==> config.mk <==
export PLATFORM = sky130hd
export DESIGN_NAME = idec_stream
export DESIGN_NICKNAME = d
export VERILOG_FILES = /design/src/rtl/idec_pkg.sv /design/src/rtl/idec_fields.sv /design/src/rtl/idec_target.sv /design/src/rtl/idec_pc.sv /design/src/rtl/idec_stream.sv
export SDC_FILE = /design/constraint.sdc
export NUM_CORES = 1
export LEC_CHECK = 0
export ABC_AREA = 1
export BUFFER_PORTS_ARGS = -buffer_cell sky130_fd_sc_hd__buf_4
export CORE_MARGIN = 3
export CORE_UTILIZATION = 54
export CTS_CLUSTER_DIAMETER = 60
export DETAILED_ROUTE_END_ITERATION = 16
export PLACE_DENSITY = 0.85
export SLEW_MARGIN = 20
export SYNTH_ARGS = -nofsm -noshare
export SYNTH_HDL_FRONTEND = slang
export SYNTH_SLANG_ARGS = --single-unit
==> constraint.sdc <==
create_clock -name clk -period 3.5 [get_ports clk]
set_input_delay 0.525 -clock clk [delete_from_list [all_inputs] [get_ports clk]]
set_output_delay 0.525 -clock clk [all_outputs]
set_load 0.005 [all_outputs]
==> src/rtl/idec_pkg.sv <==
package idec_pkg;

    localparam int unsigned WORD_W     = 32;
    localparam int unsigned OPC_W      = 6;
    localparam int unsigned REG_W      = 5;
    localparam int unsigned IMM_W      = 16;
    localparam int unsigned JIDX_W     = 26;
    localparam int unsigned WORD_BYTES = 4;
    localparam int unsigned ALIGN_W    = 2;
    localparam int unsigned REGION_W   = WORD_W - JIDX_W - ALIGN_W;
    localparam int unsigned EXT_W      = WORD_W - IMM_W;

    typedef enum logic [1:0] {
        FMT_R = 2'd0,
        FMT_I = 2'd1,
        FMT_J = 2'd2
    } fmt_e;

    typedef enum logic [2:0] {
        OP_UNK  = 3'd0,
        OP_OR   = 3'd1,
        OP_SLT  = 3'd2,
        OP_ADD  = 3'd3,
        OP_ADDI = 3'd4,
        OP_BEQ  = 3'd5,
        OP_J    = 3'd6
    } op_e;

    localparam logic [OPC_W-1:0] OPC_REG  = 6'd0;
    localparam logic [OPC_W-1:0] OPC_JMP  = 6'd2;
    localparam logic [OPC_W-1:0] OPC_JLNK = 6'd3;
    localparam logic [OPC_W-1:0] OPC_BEQ  = 6'd4;
    localparam logic [OPC_W-1:0] OPC_BNE  = 6'd5;
    localparam logic [OPC_W-1:0] OPC_ADDI = 6'd8;

    localparam logic [OPC_W-1:0] FN_ADD = 6'd32;
    localparam logic [OPC_W-1:0] FN_OR  = 6'd37;
    localparam logic [OPC_W-1:0] FN_SLT = 6'd42;

    typedef struct packed {
        logic [WORD_W-1:0] pc;
        fmt_e              fmt;
        logic [OPC_W-1:0]  opcode;
        logic [REG_W-1:0]  rs;
        logic [REG_W-1:0]  rt;
        logic [REG_W-1:0]  rd;
        logic [REG_W-1:0]  shamt;
        logic [OPC_W-1:0]  funct;
        logic [WORD_W-1:0] simm;
        logic [JIDX_W-1:0] jidx;
        logic [WORD_W-1:0] target;
        logic              has_target;
        op_e               op;
        logic              unknown;
    } rec_t;

endpackage

==> src/rtl/idec_fields.sv <==
module idec_fields
    import idec_pkg::*;
(
    input  logic [WORD_W-1:0] word,
    output fmt_e              fmt,
    output logic [OPC_W-1:0]  opcode,
    output logic [REG_W-1:0]  rs,
    output logic [REG_W-1:0]  rt,
    output logic [REG_W-1:0]  rd,
    output logic [REG_W-1:0]  shamt,
    output logic [OPC_W-1:0]  funct,
    output logic [WORD_W-1:0] simm,
    output logic [JIDX_W-1:0] jidx,
    output op_e               op,
    output logic              unknown
);

    localparam int unsigned OPC_LSB = WORD_W - OPC_W;
    localparam int unsigned RS_LSB  = OPC_LSB - REG_W;
    localparam int unsigned RT_LSB  = RS_LSB - REG_W;
    localparam int unsigned RD_LSB  = RT_LSB - REG_W;
    localparam int unsigned SH_LSB  = RD_LSB - REG_W;

    always_comb begin
        opcode = word[WORD_W-1:OPC_LSB];
        rs     = word[OPC_LSB-1:RS_LSB];
        rt     = word[RS_LSB-1:RT_LSB];
        rd     = word[RT_LSB-1:RD_LSB];
        shamt  = word[RD_LSB-1:SH_LSB];
        funct  = word[SH_LSB-1:0];
        jidx   = word[JIDX_W-1:0];
        simm   = {{EXT_W{word[IMM_W-1]}}, word[IMM_W-1:0]};
    end

    always_comb begin
        unique case (opcode)
            OPC_REG:           fmt = FMT_R;
            OPC_JMP, OPC_JLNK: fmt = FMT_J;
            default:           fmt = FMT_I;
        endcase
    end

    always_comb begin
        op = OP_UNK;
        unique case (opcode)
            OPC_REG: begin
                unique case (funct)
                    FN_OR:   op = OP_OR;
                    FN_SLT:  op = OP_SLT;
                    FN_ADD:  op = OP_ADD;
                    default: op = OP_UNK;
                endcase
            end
            OPC_ADDI: op = OP_ADDI;
            OPC_BEQ:  op = OP_BEQ;
            OPC_JMP:  op = OP_J;
            default:  op = OP_UNK;
        endcase
        unknown = (op == OP_UNK);
    end

endmodule

==> src/rtl/idec_target.sv <==
module idec_target
    import idec_pkg::*;
(
    input  logic [WORD_W-1:0] pc,
    input  logic [OPC_W-1:0]  opcode,
    input  logic [WORD_W-1:0] simm,
    input  logic [JIDX_W-1:0] jidx,
    output logic [WORD_W-1:0] target,
    output logic              has_target
);

    typedef enum logic [1:0] {
        TK_NONE   = 2'd0,
        TK_BRANCH = 2'd1,
        TK_JUMP   = 2'd2
    } tkind_e;

    tkind_e            kind;
    logic [WORD_W-1:0] seq_pc;
    logic [WORD_W-1:0] br_tgt;
    logic [WORD_W-1:0] jp_tgt;

    always_comb begin
        unique case (opcode)
            OPC_BEQ, OPC_BNE:  kind = TK_BRANCH;
            OPC_JMP, OPC_JLNK: kind = TK_JUMP;
            default:           kind = TK_NONE;
        endcase
    end

    always_comb begin
        seq_pc = pc + WORD_W'(WORD_BYTES);
        br_tgt = seq_pc + {simm[WORD_W-ALIGN_W-1:0], {ALIGN_W{1'b0}}};
        jp_tgt = {seq_pc[WORD_W-1 -: REGION_W], jidx, {ALIGN_W{1'b0}}};
    end

    always_comb begin
        unique case (kind)
            TK_BRANCH: begin target = br_tgt; has_target = 1'b1; end
            TK_JUMP:   begin target = jp_tgt; has_target = 1'b1; end
            default:   begin target = '0;     has_target = 1'b0; end
        endcase
    end

endmodule

==> src/rtl/idec_pc.sv <==
module idec_pc
    import idec_pkg::*;
#(
    parameter logic [WORD_W-1:0] RESET_PC = 32'h0040_0000
) (
    input  logic              clk,
    input  logic              rst_n,
    input  logic              fire,
    input  logic              load_en,
    input  logic [WORD_W-1:0] load_addr,
    output logic [WORD_W-1:0] cur_pc
);

    logic [WORD_W-1:0] pc_q;

    assign cur_pc = load_en ? load_addr : pc_q;

    always_ff @(posedge clk) begin
        if (!rst_n)       pc_q <= RESET_PC;
        else if (fire)    pc_q <= cur_pc + WORD_W'(WORD_BYTES);
        else if (load_en) pc_q <= load_addr;
    end

    // accepted words advance the address by one word
    a_r4_step: assert property (@(posedge clk) disable iff (!rst_n)
        (fire && !load_en) |=> (pc_q == $past(pc_q) + WORD_W'(WORD_BYTES)));

    // no acceptance and no load leaves the address alone
    a_r4_idle: assert property (@(posedge clk) disable iff (!rst_n)
        (!fire && !load_en) |=> $stable(pc_q));

    // a load with an accepted word continues one word past the load address
    a_r9_load_fire: assert property (@(posedge clk) disable iff (!rst_n)
        (fire && load_en) |=> (pc_q == $past(load_addr) + WORD_W'(WORD_BYTES)));

endmodule

==> src/rtl/idec_stream.sv <==
module idec_stream
    import idec_pkg::*;
#(
    parameter logic [31:0] RESET_PC = 32'h0040_0000
) (
    input  logic        clk,
    input  logic        rst_n,
    input  logic        in_valid,
    output logic        in_ready,
    input  logic [31:0] in_word,
    input  logic        load_en,
    input  logic [31:0] load_addr,
    output logic        out_valid,
    input  logic        out_ready,
    output logic [31:0] out_pc,
    output logic [1:0]  out_fmt,
    output logic [5:0]  out_opcode,
    output logic [4:0]  out_rs,
    output logic [4:0]  out_rt,
    output logic [4:0]  out_rd,
    output logic [4:0]  out_shamt,
    output logic [5:0]  out_funct,
    output logic [31:0] out_simm,
    output logic [25:0] out_jidx,
    output logic [31:0] out_target,
    output logic        out_has_target,
    output logic [2:0]  out_op,
    output logic        out_unknown
);

    typedef enum logic {
        S_EMPTY = 1'b0,
        S_FULL  = 1'b1
    } state_e;

    state_e state_q, state_d;
    logic   fire;
    rec_t   rec_d, rec_q;

    logic [WORD_W-1:0] cur_pc;

    assign in_ready = out_ready;
    assign fire     = in_valid && out_ready;

    idec_pc #(.RESET_PC(RESET_PC)) u_pc (
        .clk       (clk),
        .rst_n     (rst_n),
        .fire      (fire),
        .load_en   (load_en),
        .load_addr (load_addr),
        .cur_pc    (cur_pc)
    );

    idec_fields u_fields (
        .word    (in_word),
        .fmt     (rec_d.fmt),
        .opcode  (rec_d.opcode),
        .rs      (rec_d.rs),
        .rt      (rec_d.rt),
        .rd      (rec_d.rd),
        .shamt   (rec_d.shamt),
        .funct   (rec_d.funct),
        .simm    (rec_d.simm),
        .jidx    (rec_d.jidx),
        .op      (rec_d.op),
        .unknown (rec_d.unknown)
    );

    idec_target u_target (
        .pc         (cur_pc),
        .opcode     (rec_d.opcode),
        .simm       (rec_d.simm),
        .jidx       (rec_d.jidx),
        .target     (rec_d.target),
        .has_target (rec_d.has_target)
    );

    assign rec_d.pc = cur_pc;

    // next-state logic: T_FILL, T_DRAIN, T_REPLACE, T_STALL
    always_comb begin
        state_d = state_q;
        unique case (state_q)
            S_EMPTY: if (fire)      state_d = S_FULL;
            S_FULL:  if (out_ready) state_d = in_valid ? S_FULL : S_EMPTY;
            default:                state_d = S_EMPTY;
        endcase
    end

    always_ff @(posedge clk) begin
        if (!rst_n) state_q <= S_EMPTY;
        else        state_q <= state_d;
    end

    always_ff @(posedge clk) begin
        if (!rst_n)    rec_q <= '0;
        else if (fire) rec_q <= rec_d;
    end

    always_comb begin
        out_valid      = (state_q == S_FULL);
        out_pc         = rec_q.pc;
        out_fmt        = rec_q.fmt;
        out_opcode     = rec_q.opcode;
        out_rs         = rec_q.rs;
        out_rt         = rec_q.rt;
        out_rd         = rec_q.rd;
        out_shamt      = rec_q.shamt;
        out_funct      = rec_q.funct;
        out_simm       = rec_q.simm;
        out_jidx       = rec_q.jidx;
        out_target     = rec_q.target;
        out_has_target = rec_q.has_target;
        out_op         = rec_q.op;
        out_unknown    = rec_q.unknown;
    end

    // a stalled record stays in place
    a_r10_stall_hold: assert property (@(posedge clk) disable iff (!rst_n)
        (out_valid && !out_ready) |=> (out_valid && $stable(out_pc) && $stable(out_opcode)
                                       && $stable(out_target) && $stable(out_simm)));

    // an accepted word is visible on the next edge
    a_r10_latency: assert property (@(posedge clk) disable iff (!rst_n)
        (in_valid && in_ready) |=> out_valid);

    // register format only for opcode zero
    a_r1_reg_fmt: assert property (@(posedge clk) disable iff (!rst_n)
        (out_valid && out_fmt == FMT_R) |-> (out_opcode == OPC_REG));

    // upper half of the immediate copies its sign bit
    a_r3_sext: assert property (@(posedge clk) disable iff (!rst_n)
        out_valid |-> (out_simm[WORD_W-1:IMM_W] == {EXT_W{out_simm[IMM_W-1]}}));

    // jump-format records always carry a word-aligned target
    a_r6_jump_tgt: assert property (@(posedge clk) disable iff (!rst_n)
        (out_valid && out_fmt == FMT_J) |-> (out_has_target && out_target[ALIGN_W-1:0] == '0));

    // a tagged operation is never flagged unknown
    a_r8_tag_known: assert property (@(posedge clk) disable iff (!rst_n)
        (out_valid && out_op != OP_UNK) |-> !out_unknown);

    // no record right after reset
    a_r11_reset_empty: assert property (@(posedge clk)
        !rst_n |=> !out_valid);

endmodule

# Word-level counts from Yosys, hierarchy flattened
# Index checks and enable logic that the tools add are counted.
[word_totals]
reg_bits = 178
inputBits = 69
output_inout_bits = 163
wordCells = 47
[op_classes]
addsub = 2
n_eq_ne = 10
n_mux = 12
bitwise_logic = 1
reduce_logical = 6
[ops]
columns = ["operator", "n"]
rows = [
  ["$mux W32", 2],
  ["$pmux W32 S2", 1],
  ["$add A32 B3 Y32 const B", 1],
  ["$add A32 B32 Y32", 1],
  ["$eq A6 B6 Y1 const B", 3],
  ["$eq A6 B2 Y1 const B", 2],
  ["$eq A6 B3 Y1 const B", 2],
  ["$pmux W3 S4", 1],
  ["$pmux W2 S2", 2],
  ["$eq A6 B4 Y1 const B", 1],
  ["$logic_not A6 Y1", 1],
  ["$pmux W2 S3", 1],
  ["$reduce_or A2 Y1", 3],
  ["$mux W1", 4],
  ["$logic_not A3 Y1", 1],
  ["$eq A2 B1 Y1 const B", 1],
  ["$eq A2 B2 Y1 const B", 1],
  ["$pmux W1 S2", 1],
  ["$logic_and A1 B1 Y1", 1],
  ["$not A1 Y1", 1],
]

# Depth between registers and ports, before layout
[depth]
ltp_word = 6
mapped_depth = 29
depth_no_buf = 28

# Hierarchy
# From an unflattened synthesis, not the netlist that was laid out.
[hier_totals]
hier_cells = 2263
hier_area_um2 = 13314.0
[modules_own_cells]
columns = ["mod", "n_inst", "cells_per_inst", "area_each_um2", "seq_area_each_um2"]
rows = [
  ["idec_stream", 1, 1026, 6593.8, 3243.1],
  ["idec_target", 1, 683, 3438.3, 0.0],
  ["idec_pc", 1, 420, 2402.3, 640.6],
  ["idec_fields", 1, 134, 879.6, 0.0],
]

# Least setup slack after synthesis
# OpenSTA, ideal clock, no wires.
[synth_path]
kind = "input -> register"
start = "in load_en"
end = "reg rec_q, in the netlist out_target[18]"
setup_ns = 0.132
arrival_time_ns = 3.165
required_ns = 3.368
path_slack_ns = 0.202
cell_stages = 22
n_path_buf = 1
path_cell_list = "buf_6 > nand2_1 > o21ai_1 > inv_1 > ha_1 > inv_1 > nor2_4 > nand2_2 > nor2_2 > nand2_2 > nor2_4 > xor2_1 > ha_1 > nand2_1 > o21a_1 > a21boi_0 > o21ai_0 > or2_2 > nand3_1 > nand2_1 > nand2_1 > a21oi_1"
[synth_between]
elab_chain_cells = 4
[synth_rtl]
columns = ["item", "line", "source"]
rows = [
  ["from (decl)", "idec_stream.sv:11", "input logic load_en,"],
  ["$mux W32", "--", ""],
  ["net cur_pc[2]", "idec_stream.sv:40", "logic [WORD_W-1:0] cur_pc;"],
  ["$add A32 B3 Y32", "idec_target.sv:32", "seq_pc = pc + WORD_W'(WORD_BYTES);"],
  ["$add A32 B32 Y32", "idec_target.sv:33", "br_tgt = seq_pc + {simm[WORD_W-ALIGN_W-1:0], {ALIGN_W{1'b0}}};"],
  ["$pmux W32 S2", "idec_target.sv:38", "unique case (kind)"],
  ["to (signal assigned)", "idec_stream.sv:97", "else if (fire) rec_q <= rec_d;"],
  ["to (decl)", "idec_stream.sv:38", "rec_t rec_d, rec_q;"],
]
# The timed path passes the listed nets, and every way through them passes these cells.
# A chain may end at the register's enable or synchronous reset.

# Worst setup path in the final report
[layout_path]
start = "in load_en"
end = "reg rec_q, in the netlist out_target[31]"
[layout_between]
elab_chain_cells = 4
[layout_rtl]
columns = ["item", "line"]
rows = [
  ["$mux W32 (*)", "--"],
  ["net cur_pc[2]", "idec_stream.sv:40"],
  ["$add A32 B3 Y32 (*)", "idec_target.sv:32"],
  ["$add A32 B32 Y32", "idec_target.sv:33"],
  ["$pmux W32 S2 (*)", "idec_target.sv:38"],
]
# The timed path passes the listed nets; every way through them passes the cells marked *.

==> metrics <==
per-cell routed wire length=18.0 um; CTS root buf=clkbuf_16; Final setup viols=1; area leader, netlist=dfxtp_1; Vias/cell=5.64; Die Y=132 um; final wirelength=33500 um; WP data arrival=3770 ps; Net Count, Synth=1406; post-route clock period utilization=1.00; Final Hold Fails=0; Worst path max stage delay=300 ps; total CTS buffers=17; Initial Utilization=0.559; ANT nets after route=0; Reg area=2720 um^2; # DRC=0; flop-to-flop setup slack=30 ps; count of state elements after synthesis=136; Pleak=6.17 nW; die footprint=17500 um^2; Cell Area, Synth=8630 um^2; CP Max Fanout=8; max-slew violations=0; critical path endpoint category=register; core area=15400 um^2; Antenna diodes=0; Buf+Inv Stages, Crit Path=7; via count=10500; CTS Buffer Depth=2; Placer Congestion=0.940; worst path required time=3770 ps; WS Path Type=in -> reg; YS warnings=0; worst flop-to-flop path startpoint=u_pc.pc_q[2]$_SDFF_PN0_; largest net degree at the start of global routing=93; first-pass GRT wire length=48900 um; met1 usage=0.407; post-synth top area share=0.315; Worst R2R Path Depth=28; Multi-input gate area=5370 um^2; Port Buf Inserts=231; Synth Area per Inst=6.65 um^2; initial antenna violation count=0; setup TNS=-7.66 ps; register area share after synthesis=0.315; Main synth FF type=dfxtp_1; # IOs=232; Peak VDD IR=0.365 mV; Nets=1749; Clock Skews=12.9 ps; hold path cells=3; Endpoint, Worst Hold=out_rs[1]$_SDFFE_PN0P_; Synth cell types=52; gr busiest metal=met2; DP Worst Slack=-491 ps; Initial DRC Count=1005; Cell Rows=45; Commonest cells post-synth=nand2_1 (319), nor2_1 (148), dfxtp_1 (136); share of cells above drive strength 1=0.372; Total GRT Usage=0.343; worst-skew pair later-pin latency=430 ps; Final HPWL DP=23200 um; count leader, synth=nand2_1; Peak Freq=0.285 GHz; Critical Path Source Type=primary input; Slew HR=0.273; largest cells by area after synthesis=dfxtp_1 (32%), nand2_1 (14%), o21ai_0 (7.1%); delay-heaviest family, CP=simple AND/OR/NAND/NOR gates; DR pass1 iterations=6; met2 Use GR=0.604; Hold WC Path Type=in -> reg; fillers=1030; vias in the first global route=9707; Max H-tree Level=4; Post-CTS Hold Buffers=0; ys async rst share=0; worst hold start=in_word[22]; CP max-delay cell=ha_1; Post-synth EDFFs=0; Worst-Margin Slew=1090 ps; failing checks=setup timing; RR Endpoint=out_target[31]$_SDFFE_PN0P_; outcome=complete, but fails checks; die width=132 um; Worst-path clk slew=60 ps; CTS tree=built; Pwr per Cell Area=397 nW/um^2; Mapped Cells=1298; global route total overflow=0; clock sinks=136; RSZ-0062 raised after global routing=yes; post-route worst setup slack=-7.66 ps; global-route track usage on met3=0.0643; synthesis-to-finish area growth=47.3%; Tmin final=3510 ps; max_cap viols=0
==> cell families after synthesis <==
kind of cell	count (synthesis)	synth area share
compound gates	291	0.182
xor+xnor	25	0.0254
fa+ha+maj	39	0.0574
buf+inv	225	0.131
flops	136	0.315
mux	2	0.00232
simple gates	580	0.287
==> flip-flops by register name, indices dropped and copies added (netlist names), named ones only <==
| name | flops |
|---|---|
| out_pc | 32 |
| out_target | 32 |
| u_pc.pc_q | 32 |
| out_opcode | 6 |
| out_funct | 5 |
| out_rs | 5 |
| out_rd | 4 |
| out_rt | 4 |
| out_shamt | 4 |
| out_op | 3 |
| out_fmt | 2 |
| out_jidx | 2 |
| out_simm | 2 |
| out_has_target | 1 |
| out_unknown | 1 |
==> power breakdown <==
group / internal (mW) / total (mW) / switching (mW) / leakage, nW
clock: 1.15 / 1.90 / 0.756 / 0.295
combinational: 0.674 / 1.46 / 0.787 / 4.76
sequential: 1.63 / 1.68 / 0.0510 / 1.12
==> what timing repair did <==
item / 4_1_cts / 5_1_grt
resized for setup: 7 / 119
pin swaps: 0 / 21
setup buffers: 0 / 6
hold endpoints to repair: 0 / 0
setup endpoints to repair: 3 / 20
cloned: 0 / 0
==> cell type report <==
cell class,count,area share
Tap cell,211,0.0208
Inverter,114,0.0342
Multi-Input combinational cell,937,0.422
Sequential cell,136,0.214
Clock inverter,13,0.0134
Clock buffer,18,0.0346
Timing Repair Buffer,435,0.260
==> worst register-to-register path: cells and delay by family, from the launching register on <==
kind	cells	cell delay [ps]
AOI/OAI and AO/OA	3	280
buffers and inverters	6	600
xor gates and xnor gates	1	180
and+or+nand+nor	16	1430
DFF	1	330
adders and majority gates	2	500
==> how the worst max path moves through the flow <==
stage | slack, ps | cells past startpoint | start | to
finish | -8 | 30 | load_en | out_target[31]$_SDFFE_PN0P_
global route | -250 | 29 | load_en | out_target[31]$_SDFFE_PN0P_
CTS | 7 | 27 | u_pc.pc_q[2]$_SDFF_PN0_ | out_target[31]$_SDFFE_PN0P_
detailed placement | -490 | 25 | load_en | out_target[31]$_SDFFE_PN0P_
global placement | -510 | 23 | load_en | out_target[31]$_SDFFE_PN0P_
floorplan | 200 | 22 | load_en | out_target[18]$_SDFFE_PN0P_
==> metrics by stage <==
stage	power, mW	hold WS, ps	utilization	instance area (um^2)	cells
finish	5.04	360	0.824	12700	1864
global route	5.22	372	0.824	12700	1864
CTS	4.88	353	0.784	12100	1858
detailed placement	3.00	456	0.742	11500	1827
global placement	2.97	449	0.742	11500	1827
floorplan	2.36	455	-	8630	1298
==> cells in the final DEF, fill, tap and decap left out, types with 4 or more instances in the layout <==
master     Yosys  final
a211oi_1       5      5
a21oi_1      120    108
a21oi_2        2     14
a31oi_1        4      4
buf_4         60    430
clkbuf_16      0     17
clkinv_4       1      4
dfxtp_1      136    135
ha_1          38     23
ha_4           0     13
inv_1        105    102
inv_2          7      9
nand2_1      319    306
nand2_2       21     29
nand2_4        1      6
nand3_1       41     36
nand3_2        1      6
nand3b_1       4      4
nand4_1       14     14
nor2_1       148    127
nor2_2         4     18
nor2_4         4     11
nor3_1        10      5
nor3_2         2      5
nor3_4         2      4
o211ai_1       9      9
o21a_1         5      4
o21ai_0      123    113
o21ai_1        3     10
o21ai_2        1      4
o22ai_1        4      4
xor2_1        22      9
xor2_2         0     12
==> metal layers <==
metal  routed length [um]  share of wire
met2                16400           0.49
met5                    0              0
met3                 2730          0.082
met1                12600           0.38
met4                 1760          0.052
No activity file was read; power rests on OpenSTA's default activity.
